**config.mk**
```make
export PLATFORM = sky130hd
export DESIGN_NAME = i2c_stop_ctl
export DESIGN_NICKNAME = d
export VERILOG_FILES = /design/src/rtl/i2c_stop_pkg.sv /design/src/rtl/i2c_line_sampler.sv /design/src/rtl/i2c_stop_gate.sv /design/src/rtl/i2c_stop_seq.sv /design/src/rtl/i2c_stop_ctl.sv
export SDC_FILE = /design/constraint.sdc
export NUM_CORES = 1
export LEC_CHECK = 0
export BUFFER_PORTS_ARGS = -buffer_cell sky130_fd_sc_hd__buf_2
export CAP_MARGIN = 25
export CORE_MARGIN = 5
export CORE_UTILIZATION = 52
export CTS_BUF_LIST = sky130_fd_sc_hd__clkbuf_16
export CTS_CLUSTER_DIAMETER = 100
export DETAILED_ROUTE_END_ITERATION = 16
export PLACE_DENSITY = 0.78
export SLEW_MARGIN = 0
export SYNTH_ARGS = -nofsm -noshare
export SYNTH_HDL_FRONTEND = slang
export SYNTH_HIERARCHICAL = 1
export SYNTH_SLANG_ARGS = --single-unit
export TNS_END_PERCENT = 30
```
**constraint.sdc**
```tcl
create_clock -name clk -period 4.34 [get_ports clk]
set_input_delay 0.434 -clock clk [delete_from_list [all_inputs] [get_ports clk]]
set_output_delay 0.434 -clock clk [all_outputs]
set_load 0.01 [all_outputs]
```
**src/rtl/i2c_stop_pkg.sv**
```systemverilog
package i2c_stop_pkg;

   typedef enum logic [2:0] {
      SQ_IDLE    = 3'd0,
      SQ_SDA_LO  = 3'd1,
      SQ_SCL_REL = 3'd2,
      SQ_HOLD    = 3'd3,
      SQ_SDA_REL = 3'd4
   } sq_state_t;

   // Legal stop window for the current direction and wait position.
   function automatic logic stop_window(input logic xmit,
                                        input logic wait_sel8,
                                        input logic ack_en,
                                        input logic last_rx);
      if (xmit) return !wait_sel8;
      return !ack_en && last_rx;
   endfunction

endpackage

```
**src/rtl/i2c_line_sampler.sv**
```systemverilog
module i2c_line_sampler #(
   parameter int SYNC_DEPTH = 2
) (
   input  logic clk,
   input  logic rst_n,
   input  logic scl_in,
   input  logic sda_in,
   output logic scl_hi,
   output logic stop_det
);

   initial begin
      assert (SYNC_DEPTH >= 0 && SYNC_DEPTH <= 4)
         else $error("SYNC_DEPTH must lie in 0..4");
   end

   logic scl_s, sda_s;
   logic scl_p, sda_p;

   generate
      if (SYNC_DEPTH == 0) begin : g_direct
         assign scl_s = scl_in;
         assign sda_s = sda_in;
      end else begin : g_sync
         logic [SYNC_DEPTH-1:0] scl_r, sda_r;
         always_ff @(posedge clk) begin
            if (!rst_n) begin
               scl_r <= '1;
               sda_r <= '1;
            end else begin
               scl_r[0] <= scl_in;
               sda_r[0] <= sda_in;
               for (int i = 1; i < SYNC_DEPTH; i++) begin
                  scl_r[i] <= scl_r[i-1];
                  sda_r[i] <= sda_r[i-1];
               end
            end
         end
         assign scl_s = scl_r[SYNC_DEPTH-1];
         assign sda_s = sda_r[SYNC_DEPTH-1];
      end
   endgenerate

   always_ff @(posedge clk) begin
      if (!rst_n) begin
         scl_p <= 1'b1;
         sda_p <= 1'b1;
      end else begin
         scl_p <= scl_s;
         sda_p <= sda_s;
      end
   end

   assign scl_hi   = scl_s;
   assign stop_det = scl_s & scl_p & sda_s & ~sda_p;

   // the stop detect never lasts two cycles
   a_r12_det_single: assert property (@(posedge clk) disable iff (!rst_n)
      stop_det |=> !stop_det);

endmodule

```
**src/rtl/i2c_stop_gate.sv**
```systemverilog
module i2c_stop_gate
   import i2c_stop_pkg::*;
(
   input  logic en,
   input  logic master_mode,
   input  logic xmit,
   input  logic ack_en,
   input  logic last_rx,
   input  logic in_wait,
   input  logic wait_sel8,
   input  logic start_req,
   input  logic stop_req,
   input  logic stop_pend,
   input  logic blocked,
   output logic stop_ok,
   output logic stop_rej,
   output logic start_ok,
   output logic start_rej,
   output logic defer9
);

   logic stop_legal;

   always_comb begin
      stop_legal = en && master_mode && !start_req && !stop_pend && in_wait
                   && !blocked && stop_window(xmit, wait_sel8, ack_en, last_rx);
      stop_ok    = stop_req && stop_legal;
      stop_rej   = stop_req && !stop_legal;
      start_ok   = start_req && !stop_req && en && !stop_pend && !blocked;
      start_rej  = start_req && !start_ok;
      defer9     = !xmit && wait_sel8;
   end

endmodule

```
**src/rtl/i2c_stop_seq.sv**
```systemverilog
module i2c_stop_seq
   import i2c_stop_pkg::*;
#(
   parameter int HOLD_CYC = 4,
   localparam int CW = $clog2(HOLD_CYC + 1)
) (
   input  logic clk,
   input  logic rst_n,
   input  logic go,
   input  logic defer9,
   input  logic abort,
   input  logic scl_hi,
   output logic scl_oe,
   output logic sda_oe
);

   localparam logic [CW-1:0] CNT_LOAD = CW'(HOLD_CYC - 1);

   sq_state_t      state;
   logic [CW-1:0]  cnt;

   always_ff @(posedge clk) begin
      if (!rst_n) begin
         state <= SQ_IDLE;
         cnt   <= '0;
      end else if (abort) begin
         state <= SQ_IDLE;
         cnt   <= '0;
      end else begin
         unique case (state)
            SQ_IDLE: if (go) begin
               if (defer9) state <= SQ_SCL_REL;
               else begin
                  state <= SQ_SDA_LO;
                  cnt   <= CNT_LOAD;
               end
            end
            SQ_SDA_LO: begin
               if (cnt == '0) state <= SQ_SCL_REL;
               else           cnt   <= cnt - 1'b1;
            end
            SQ_SCL_REL: if (scl_hi) begin
               state <= SQ_HOLD;
               cnt   <= CNT_LOAD;
            end
            SQ_HOLD: begin
               if (cnt == '0) state <= SQ_SDA_REL;
               else           cnt   <= cnt - 1'b1;
            end
            SQ_SDA_REL: state <= SQ_SDA_REL;
            default:    state <= SQ_IDLE;
         endcase
      end
   end

   assign scl_oe = (state == SQ_SDA_LO);
   assign sda_oe = (state == SQ_SDA_LO) || (state == SQ_SCL_REL) || (state == SQ_HOLD);

   // SDA is let go only while SCL is released
   a_r5_sda_after_scl: assert property (@(posedge clk) disable iff (!rst_n)
      $fell(sda_oe) |-> !scl_oe);
   // SCL is released with SDA still held low unless aborted
   a_r5_scl_before_sda: assert property (@(posedge clk) disable iff (!rst_n)
      ($fell(scl_oe) && !$past(abort)) |-> sda_oe);

endmodule

```
**src/rtl/i2c_stop_ctl.sv**
```systemverilog
module i2c_stop_ctl #(
   parameter int HOLD_CYC   = 4,
   parameter int SYNC_DEPTH = 2
) (
   input  logic clk,
   input  logic rst_n,
   input  logic en,
   input  logic master_mode,
   input  logic xmit,
   input  logic ack_en,
   input  logic last_rx,
   input  logic in_wait,
   input  logic wait_sel8,
   input  logic start_req,
   input  logic stop_req,
   input  logic arb_lost,
   input  logic release_cmd,
   input  logic scl_in,
   input  logic sda_in,
   output logic scl_oe,
   output logic sda_oe,
   output logic stop_pend,
   output logic start_go,
   output logic req_err,
   output logic stop_det
);

   initial begin
      assert (HOLD_CYC >= 1) else $error("HOLD_CYC must be at least 1");
   end

   logic scl_hi;
   logic stop_ok, stop_rej, start_ok, start_rej, defer9;
   logic blocked, clr;

   assign blocked = arb_lost | release_cmd | stop_det;
   assign clr     = blocked | ~en;

   i2c_line_sampler #(.SYNC_DEPTH(SYNC_DEPTH)) u_samp (
      .clk      (clk),
      .rst_n    (rst_n),
      .scl_in   (scl_in),
      .sda_in   (sda_in),
      .scl_hi   (scl_hi),
      .stop_det (stop_det)
   );

   i2c_stop_gate u_gate (
      .en          (en),
      .master_mode (master_mode),
      .xmit        (xmit),
      .ack_en      (ack_en),
      .last_rx     (last_rx),
      .in_wait     (in_wait),
      .wait_sel8   (wait_sel8),
      .start_req   (start_req),
      .stop_req    (stop_req),
      .stop_pend   (stop_pend),
      .blocked     (blocked),
      .stop_ok     (stop_ok),
      .stop_rej    (stop_rej),
      .start_ok    (start_ok),
      .start_rej   (start_rej),
      .defer9      (defer9)
   );

   i2c_stop_seq #(.HOLD_CYC(HOLD_CYC)) u_seq (
      .clk    (clk),
      .rst_n  (rst_n),
      .go     (stop_ok),
      .defer9 (defer9),
      .abort  (clr),
      .scl_hi (scl_hi),
      .scl_oe (scl_oe),
      .sda_oe (sda_oe)
   );

   always_ff @(posedge clk) begin
      if (!rst_n) begin
         stop_pend <= 1'b0;
         start_go  <= 1'b0;
         req_err   <= 1'b0;
      end else begin
         if (clr)          stop_pend <= 1'b0;
         else if (stop_ok) stop_pend <= 1'b1;
         start_go <= start_ok;
         req_err  <= stop_rej | start_rej;
      end
   end

   a_r1_not_master: assert property (@(posedge clk) disable iff (!rst_n)
      (stop_req && !master_mode && !stop_pend) |=> (!stop_pend && req_err));
   a_r2_collision: assert property (@(posedge clk) disable iff (!rst_n)
      (stop_req && start_req && !stop_pend) |=> (!stop_pend && !start_go && req_err));
   a_r3_busy_byte: assert property (@(posedge clk) disable iff (!rst_n)
      (stop_req && !in_wait && !stop_pend) |=> !stop_pend);
   a_r4_repeat: assert property (@(posedge clk) disable iff (!rst_n)
      (stop_req && stop_pend) |=> req_err);
   a_r9_clear: assert property (@(posedge clk) disable iff (!rst_n)
      (arb_lost || release_cmd || !en) |=> (!stop_pend && !sda_oe && !scl_oe));
   a_r10_flag_late: assert property (@(posedge clk) disable iff (!rst_n)
      $rose(stop_pend) |-> $past(stop_req));
   a_r11_err_cause: assert property (@(posedge clk) disable iff (!rst_n)
      req_err |-> $past(stop_req || start_req));

endmodule

```
After elaboration in Yosys (flattened, before gate mapping) --
Index checks and enable logic that the tools add are counted.
Cells by class: muxes and demuxes 13, bitwise logic cells 10, reductions and logical operators 33, add/subtract/negate cells 1, equality and inequality tests 10
Operators with widths (number):
- 2-to-1 mux 3 bit | 7
- logical AND 1 bit | 15
- case mux 3 bit (5 select lines) | 1
- zero test 1 bit | 9
- case mux 3 bit (3 select lines) | 1
- != test 2 bit, second input constant | 4
- equality test 3 x 2 -> 1 bit, second input constant | 2
- zero test 3 bit | 2
- AND reduction 5 bit | 1
- != test 2 x 1 -> 1 bit, second input constant | 2
- OR 1 bit | 4
- AND reduction 4 bit | 1
- OR reduction 2 bit | 2
- bitwise AND 1 bit | 3
- equality test 3 x 1 -> 1 bit, second input constant | 1
- equality test 3 bit, second input constant | 1
- 2-to-1 mux 1 bit | 3
- inverter 1 bit | 3
- nonzero test 3 bit | 1
- subtractor 3 x 1 -> 3 bit, second input constant | 1
- logical OR 1 bit | 2
- 2-to-1 mux 2 bit | 1
Word-level totals: output and inout port bits 6, register bits after elaboration 15, word-level logic and storage cells 76, input bits 15

Logic depth before layout (Yosys ltp) --
Gate-level depths: netlist of run 1.
depth in word-level cells 10, mapped depth 8, mapped depth without buffers 8

Cells and area by module --
Netlist of run 1, hierarchy kept.
By module, submodules not included:
- i2c_stop_seq | area an instance 360.3 µm², cells an instance 41, times used 1
- i2c_line_sampler | area an instance 167.7 µm², cells an instance 13, times used 1
- i2c_stop_ctl | area an instance 106.4 µm², cells an instance 9, times used 1
- i2c_stop_gate | area an instance 77.6 µm², cells an instance 10, times used 1

Worst setup path before layout of run 1 --
No wires, ideal clock.
kind flip-flop to flip-flop, start reg u_samp.g_sync.scl_r[1], end reg u_seq.cnt[2], arrival time 2781 ps, slack 1442 ps, cell stages (with the launch flop) 9, buffers on the path 0, required time 4224 ps, cell sequence dfxtp_1 and4b_1 or3_2 or3b_1 a2111oi_2 and2_1 or3b_1 a211o_1 a41o_1
On the way: cells in the longest elaborated chain, start to end 10
Ends and longest elaborated chain:
- from (decl) | line i2c_line_sampler.sv:25 | logic [SYNC_DEPTH-1:0] scl_r, sda_r;
- from (signal, indexed assignment) | line i2c_line_sampler.sv:34 | scl_r[i] <= scl_r[i-1];
- bitwise AND 1 bit (3 in series) | line i2c_line_sampler.sv:55 | assign stop_det = scl_s & scl_p & sda_s & ~sda_p;
- named net stop_det | line i2c_stop_ctl.sv:25 | output logic stop_det
- OR 1 bit | line i2c_stop_ctl.sv:36 | assign blocked = arb_lost | release_cmd | stop_det;
- named net blocked | line i2c_stop_ctl.sv:34 | logic blocked, clr;
- zero test 1 bit | line i2c_stop_gate.sv:26 | && !blocked && stop_window(xmit, wait_sel8, ack_en, last_rx);
- logical AND 1 bit (2 in series) | line i2c_stop_gate.sv:26
- logical AND 1 bit | line i2c_stop_gate.sv:27 | stop_ok = stop_req && stop_legal;
- named net stop_ok | line i2c_stop_ctl.sv:33 | logic stop_ok, stop_rej, start_ok, start_rej, defer9;
- != test 2 bit (no source line)
- AND reduction 5 bit (no source line)
- to (signal assigned) | line i2c_stop_seq.sv:40 | else cnt <= cnt - 1'b1;
- to (signal assigned) | line i2c_stop_seq.sv:48 | else cnt <= cnt - 1'b1;
- to (decl) | line i2c_stop_seq.sv:20 | logic [CW-1:0] cnt;
The timed path passes the listed nets, and every way through them passes these cells. A chain may end at the register's enable or synchronous reset.

Worst setup path after layout of run 1 --
start reg u_samp.g_sync.scl_r[1], end reg u_seq.cnt[2]
On the way: cells in the longest elaborated chain, start to end 10
Ends and longest elaborated chain (line):
- bitwise AND 1 bit (3 in series) | i2c_line_sampler.sv:55
- OR 1 bit | i2c_stop_ctl.sv:36
- named net blocked | i2c_stop_ctl.sv:34
- zero test 1 bit | i2c_stop_gate.sv:26
- logical AND 1 bit (2 in series) | i2c_stop_gate.sv:26
- logical AND 1 bit | i2c_stop_gate.sv:27
- named net stop_ok | i2c_stop_ctl.sv:33
- != test 2 bit (no source line)
- AND reduction 5 bit (no source line)
The timed path passes the listed nets, and every way through them passes these cells.

==> results of run 1 <==
-- cell type report --
class                      instances  share of cell area
multi-input combinational         55               0.437
sequential                        15               0.334
timing repair buffer              20               0.111
clock buffer                       3              0.0836
tap                               15              0.0209
inverter                           2             0.00836
clock inverter                     1             0.00418
-- cell families (layout without fill, tap and decap cells) --
group                      count (synthesis)  count (layout)  share of synthesized area
and+or+nand+nor                           39              39                      0.346
DFF                                       15              15                      0.422
AOI/OAI and AO/OA                         13              13                      0.156
buffers and inverters                      3              26                     0.0264
adders and majority gates                  2               2                     0.0351
muxes                                      1               1                     0.0141
-- report_power, final --
part           internal (uW)  total (uW)  switching (uW)
combinational           10.3        18.5            8.21
clock                    122         172            50.6
sequential               141         142           0.857
total                    273         333            59.7
-- synthesized netlist by cell type, types with 2 or more instances --
library cell | instances | area, um^2
and2_1 | 2 | 12.5
or3b_1 | 3 | 26.3
ha_1 | 2 | 25.0
dfxtp_1 | 15 | 300
nand2_1 | 4 | 15.0
a21oi_1 | 2 | 10.0
inv_1 | 2 | 7.51
nand2b_1 | 10 | 62.6
nor2b_1 | 5 | 31.3
nor2_1 | 5 | 18.8
a32oi_1 | 2 | 17.5
-- worst max-delay path by stage --
| stage | start | end | cells past startpoint | slack [ps] |
|---|---|---|---|---|
| 4_1_cts | u_samp/g_sync.scl_r[1] | u_seq/cnt[1] | 8 | 1300 |
| 3_5_place_dp | release_cmd | u_seq/cnt[2] | 8 | 1270 |
| 3_3_place_gp | release_cmd | u_seq/cnt[2] | 8 | 1330 |
| 5_1_grt | u_samp/g_sync.scl_r[1] | u_seq/cnt[1] | 8 | 1100 |
| 2_1_floorplan | u_samp/g_sync.scl_r[1] | u_seq/cnt[2] | 8 | 1440 |
| 6_report | u_samp/g_sync.scl_r[1] | u_seq/cnt[2] | 8 | 1300 |
-- per-layer routing --
layer  up-vias  GRT usage  wire length [um]
li1        307          -                 -
met1       291      0.199               648
met2        19      0.260               736
met3         2     0.0345               100
met4         0      0.105                17
met5         -          0                 0
-- metrics by stage --
| step | total power (uW) | cell area (um^2) |
|---|---|---|
| detailed placement | 163 | 820 |
| global placement | 162 | 820 |
| floorplan | 153 | 712 |
| CTS | 337 | 898 |
| finish | 333 | 898 |
| global route | 345 | 898 |
-- state kept, by name, indices dropped and copies added (netlist names) --
signal,cells
start_go,1
u_samp/g_sync.sda_r,2
u_samp/scl_p,1
u_samp/sda_p,1
u_seq/state,3
u_seq/cnt,3
u_samp/g_sync.scl_r,2
req_err,1
stop_pend,1
==> qor.txt, run 1 <==
Critical register-to-register path endpoint - u_seq/cnt[2]
DRT Wirelength - 1.50 mm
Clock skew - 2.23 ps
Post-synth top flop - dfxtp_1
Hold depth - 2
Global placement routability congestion - 0.757
Sequential area share after synthesis - 0.422
Footprint of the multi-input gates - 393 um^2
Bufs on Longest Clock Path - 2
Post-Syn Instances - 73
Die W - 47 um
Cell Rows - 13
Die Height - 47 um
Hold WS - 376 ps
Power Density - 370 mW/mm^2
Slew @ Worst Pin - 308 ps
Htree depth - 1
Most frequent cells in the layout - buf_2 (20), dfxtp_1 (15), nand2b_1 (10)
Initial DRC Count - 16
Setup TNS - 0 ps
CP Max Fanout - 4
Mean post-synth cell area - 9.75 um^2
Share of layout cells above drive strength 1 - 0.292
Placed wire-length estimate - 1.10 mm
Final min period - 3040 ps
Post-synth EDFFs - 0
CP startpoint kind - flip-flop
Wire length per cell - 13.5 um
IO buf count - 20
Setup ws final - 1300 ps
Crit path DAT - 3170 ps
Final core occ - 0.690
Post-cts resize count - 0
Worst path cell trace - and4b_1 -> or3_2 -> or3b_1 -> a2111oi_2 -> and2_1 -> or3b_1 -> a211o_1 -> a41o_1
Worst Path Required - 4470 ps
# DRC - 0
Ports - 21
Hold worst-path end - u_samp/g_sync.scl_r[0]
Cell Area, Synth - 712 um^2
Worst reg-to-reg setup slack - 1300 ps
Largest net degree at the start of global routing - 12
First-pass DRT Iterations - 4
CTS Hold Bufs - 0
Place WS - 1270 ps
Die ar. - 0.00221 mm^2
Count of cell types in the netlist - 32
CP dominant cell by count - or3b_1
Syn_nets - 90
Status - finished, final reports clean
Vias in the first global route - 589
Post-CTS setup buffer count - 0
GRT Util Overall - 0.164
FF-to-FF Start - u_samp/g_sync.scl_r[1]
CP bufs+invs - 0
Asr flop ratio synth - 0
Antenna cells - 0
Period utilization - 0.700
Max IR drop VDD - 0.309 mV
Clock slew at the register clock pins of the worst setup and hold paths - 50 ps
Grt ovf - 0
Post-DRT Antenna Nets - 0
Hold Path Class - in2reg
CORE AREA - 0.00130 mm^2
Root buffer cell - clkbuf_16
CTS tree - yes
Synthesis-stage register bit count - 15
Worst skew pair latency - 240 ps
Area delta synth->final - 26.2%
First-pass GRT wire length - 2.52 mm
FF-to-FF path depth - 8
Final count of hold timing violations - 0
Final setup violation count - 0
Initial Util - 0.547
Critical path class - reg2reg
Critical hold path startpoint - scl_in
Max-slew violation count - 0
Crit-path max cell delay - 430 ps
Number of vias per cell - 5.58
Crit end category - flip-flop
Clk sink count - 15
Slew headroom - 0.792
Synth warn - 6
Max-Cap Viols - 0
Filler cells - 113
Finished Layout Cells - 111
CP top delay family - simple AND/OR/NAND/NOR gates
Sequential cell area - 300 um^2
P_leak - 0.000377 uW
CTS Buf Count - 3
Via Count - 619
Antenna violations before repair - 0
Most common cell after layout, fill and taps aside - buf_2
CP max stage cell - or3b_1
Layout Nets - 114
Max Fclk - 0.329 GHz
RSZ-0062 raised after global routing - no
Placed Instances - 107
Power figures use the tool's default switching activity.
==> run 2: changes to the inputs <==
ABC_AREA = 1   (was default)
CORE_UTILIZATION = 45   (was 52)
PLACE_DENSITY = 0.71   (was 0.78)
clock period = 2.75 ns   (was 4.34 ns; I/O delays follow)
==> run 2 against run 1 <==
Final cell count grew 45%; clock-buffer cell count stayed put; setup slack got worse by 250 ps; total power is 62% higher; utilization down 11 points; first-iteration DRC count decreased by 19%; sequential power is 58% higher; synthesized area grew 10%; flip-flop and latch count is the same; clock skew shrank 1.0 ps.
==> qor.txt, run 2 <==
Status - finished, final reports clean
Vias in the first global route - 692 (+17%)
Max IR drop VDD - 0.341 mV (+10%)
Clock skew - 1.18 ps (-1.05 ps)
Crit end category - flip-flop
CP Max Fanout - 4 (unchanged)
Post-Syn Instances - 120 (+64%)
Clk sink count - 15 (unchanged)
DP Area - 907 um^2 (+11%)
CP startpoint kind - flip-flop
Cell taking the most area after synthesis - dfxtp_1
Root buffer cell - clkbuf_16
Worst skew pair latency - 240 ps (about the same)
Grt ovf - 0 (unchanged)
Power Density - 548 mW/mm^2 (+48%)
Placed wire-length estimate - 1.27 mm (+15%)
DRT Wirelength - 1.64 mm (+9.3%)
Global placement routability congestion - 0.882 (+17%)
Max-slew violation count - 0 (unchanged)
Post-DRT Antenna Nets - 0 (unchanged)
Top post-synthesis cells by area - dfxtp_1 (38%), nand2_1 (15%), inv_1 (13%)
Final setup violation count - 0 (unchanged)
Cell Area, Synth - 786 um^2 (+10%)
GRT Util Overall - 0.137 (-0.0263)
Count of cell types in the netlist - 18 (-44%)
Most repeated cell in the gate-level netlist after synthesis - nand2_1
Via Count - 731 (+18%)
Most frequent cells in the layout - nand2_1 (32), inv_1 (27), buf_2 (20)
Syn_nets - 137 (+52%)
Critical path class - reg2reg
CORE AREA - 0.00169 mm^2 (+30%)
# DRC - 0 (unchanged)
FF-to-FF Start - u_samp/g_sync.scl_r[1]
Post-synth top area share - 0.382 (-0.0396)
Final min period - 1700 ps (-1340 ps)
CP Launch Point - u_samp/g_sync.scl_r[1]
Most frequent cells after synthesis - nand2_1 (32), inv_1 (27), dfxtp_1 (15), nor2_1 (13), nand3_1 (6)
Placed Instances - 157 (+47%)
First-pass DRT Iterations - 4 (unchanged)
Max-Cap Viols - 0 (unchanged)
Die ar. - 0.00268 mm^2 (+21%)
Synth warn - 6 (unchanged)
Number of vias per cell - 4.54 (-19%)
Crit path DAT - 1820 ps (-1350 ps)
Max Fclk - 0.589 GHz (+79%)
Post-synth EDFFs - 0 (unchanged)
Final core occ - 0.584 (-0.106)
Worst reg-to-reg setup slack - 1050 ps (-250 ps)
Post-route cell area - 987 um^2 (+9.9%)
P_leak - 0.000557 uW (+48%)
Clock slew at the register clock pins of the worst setup and hold paths - 50 ps (about the same)
Critical register-to-register path endpoint - u_seq/cnt[2]
Hold WS - 204 ps (-173 ps)
Initial DRC Count - 13 (-3)
Wire length per cell - 10.2 um (-25%)
Ports - 21 (unchanged)
Antenna cells - 0 (unchanged)
Initial Util - 0.465 (-0.0819)
First-pass GRT wire length - 2.73 mm (+8.5%)
IO buf count - 20 (unchanged)
Asr flop ratio synth - 0 (unchanged)
Most common cell after layout, fill and taps aside - nand2_1
RSZ-0062 raised after global routing - no
Antenna violations before repair - 0 (unchanged)
Htree depth - 1 (unchanged)
Die Height - 51.8 um (+10%)
Bufs on Longest Clock Path - 2 (unchanged)
Mean post-synth cell area - 6.55 um^2 (-33%)
Area delta synth->final - 25.6%
Critical path endpoint - u_seq/cnt[2]
Cell Rows - 15 (+2)
Slew @ Worst Pin - 254 ps (-54.3 ps)
Share of layout cells above drive strength 1 - 0.264 (-0.0278)
Worst Path Required - 2880 ps (-1590 ps)
CTS tree - yes
Hold Path Class - in2reg
Die W - 51.8 um (+10%)
Sequential area share after synthesis - 0.382 (-0.0396)
Post-synth top flop - dfxtp_1
Setup TNS - 0 ps (unchanged)
Post-cts resize count - 0 (unchanged)
Largest net degree at the start of global routing - 11 (-1)
Slew headroom - 0.829 (+0.0373)
CTS Buf Count - 3 (unchanged)
Synthesis-stage register bit count - 15 (unchanged)
Post-CTS setup buffer count - 0 (unchanged)
Period utilization - 0.617 (-0.0827)
Biggest regs - u_seq/cnt: 3 flops, u_seq/state: 3 flops
Layout Nets - 162 (+42%)
Finished Layout Cells - 161 (+45%)
Final count of hold timing violations - 0 (unchanged)
CTS Hold Bufs - 0 (unchanged)
FF-to-FF path depth - 14 (+6)
## run 2: power by group
part / internal (uW) / leakage, uW / switching [uW]
sequential: 222 / 0.000122 / 1.82
combinational: 15.3 / 0.000394 / 19.6
clock: 194 / 0.0000409 / 87.3
## run 2: worst min-delay path by stage
stage / start / to / slack, ps / cells after the start
4_1_cts: sda_in / u_samp/g_sync.sda_r[0] / 200 / 3
3_5_place_dp: u_samp/g_sync.sda_r[0] / u_samp/g_sync.sda_r[1] / 410 / 2
5_1_grt: sda_in / u_samp/g_sync.sda_r[0] / 230 / 3
6_report: sda_in / u_samp/g_sync.sda_r[0] / 200 / 3
3_3_place_gp: u_samp/g_sync.scl_r[0] / u_samp/g_sync.scl_r[1] / 390 / 2
2_1_floorplan: rst_n / u_samp/g_sync.scl_r[0] / 340 / 1
## run 2: cells by family (layout without fill, tap and decap cells)
group                    Yosys count  after routing  share of synthesized area
adder cells (fa/ha/maj)            2              2                     0.0318
flip-flops                        15             15                      0.382
AND/OR/NAND/NOR                   66             66                      0.384
AO/OA/AOI/OAI                      7              7                     0.0525
buffers and inverters             29             53                      0.139
XOR/XNOR                           1              1                     0.0111
## run 2: metal layers
metal  vias to the layer above  routed length [um]  global-route usage  share of wire
li1                        404                   -                   -              -
met1                       308                 734               0.157           0.45
met2                        17                 814               0.237           0.50
met3                         2                  75              0.0430          0.046
met4                         0                  17              0.0524          0.010
met5                         -                   0                   0              0
## run 2: layout make-up
cell class	instances	area, um^2
fillers	173	702
multi-input cells	76	377
flip-flops and latches	15	300
inverters	29	109
repair buffers	20	100
clock buffers	3	75.1
well taps	17	21.3
clock inverters	1	5.00
## run 2: metrics by stage
stage,power [uW],worst slack [ps]
3_3_place_gp,262,1180
2_1_floorplan,246,1230
5_1_grt,567,844
4_1_cts,544,1040
3_5_place_dp,264,1100
6_report,541,1050
## run 2: critical path, stage by stage, from the launching register on
cell and delay [ps]:
dfxtp_1 340, nand2_1 80, nor2_1 60, nor2_2 100, nand2_1 100, nor2_1 110
nand2_1 50, inv_1 60, nand3_2 70, nor2_2 100, inv_1 60, o21ai_2 200
nand2_2 120, nand2_1 80, a21oi_1 60
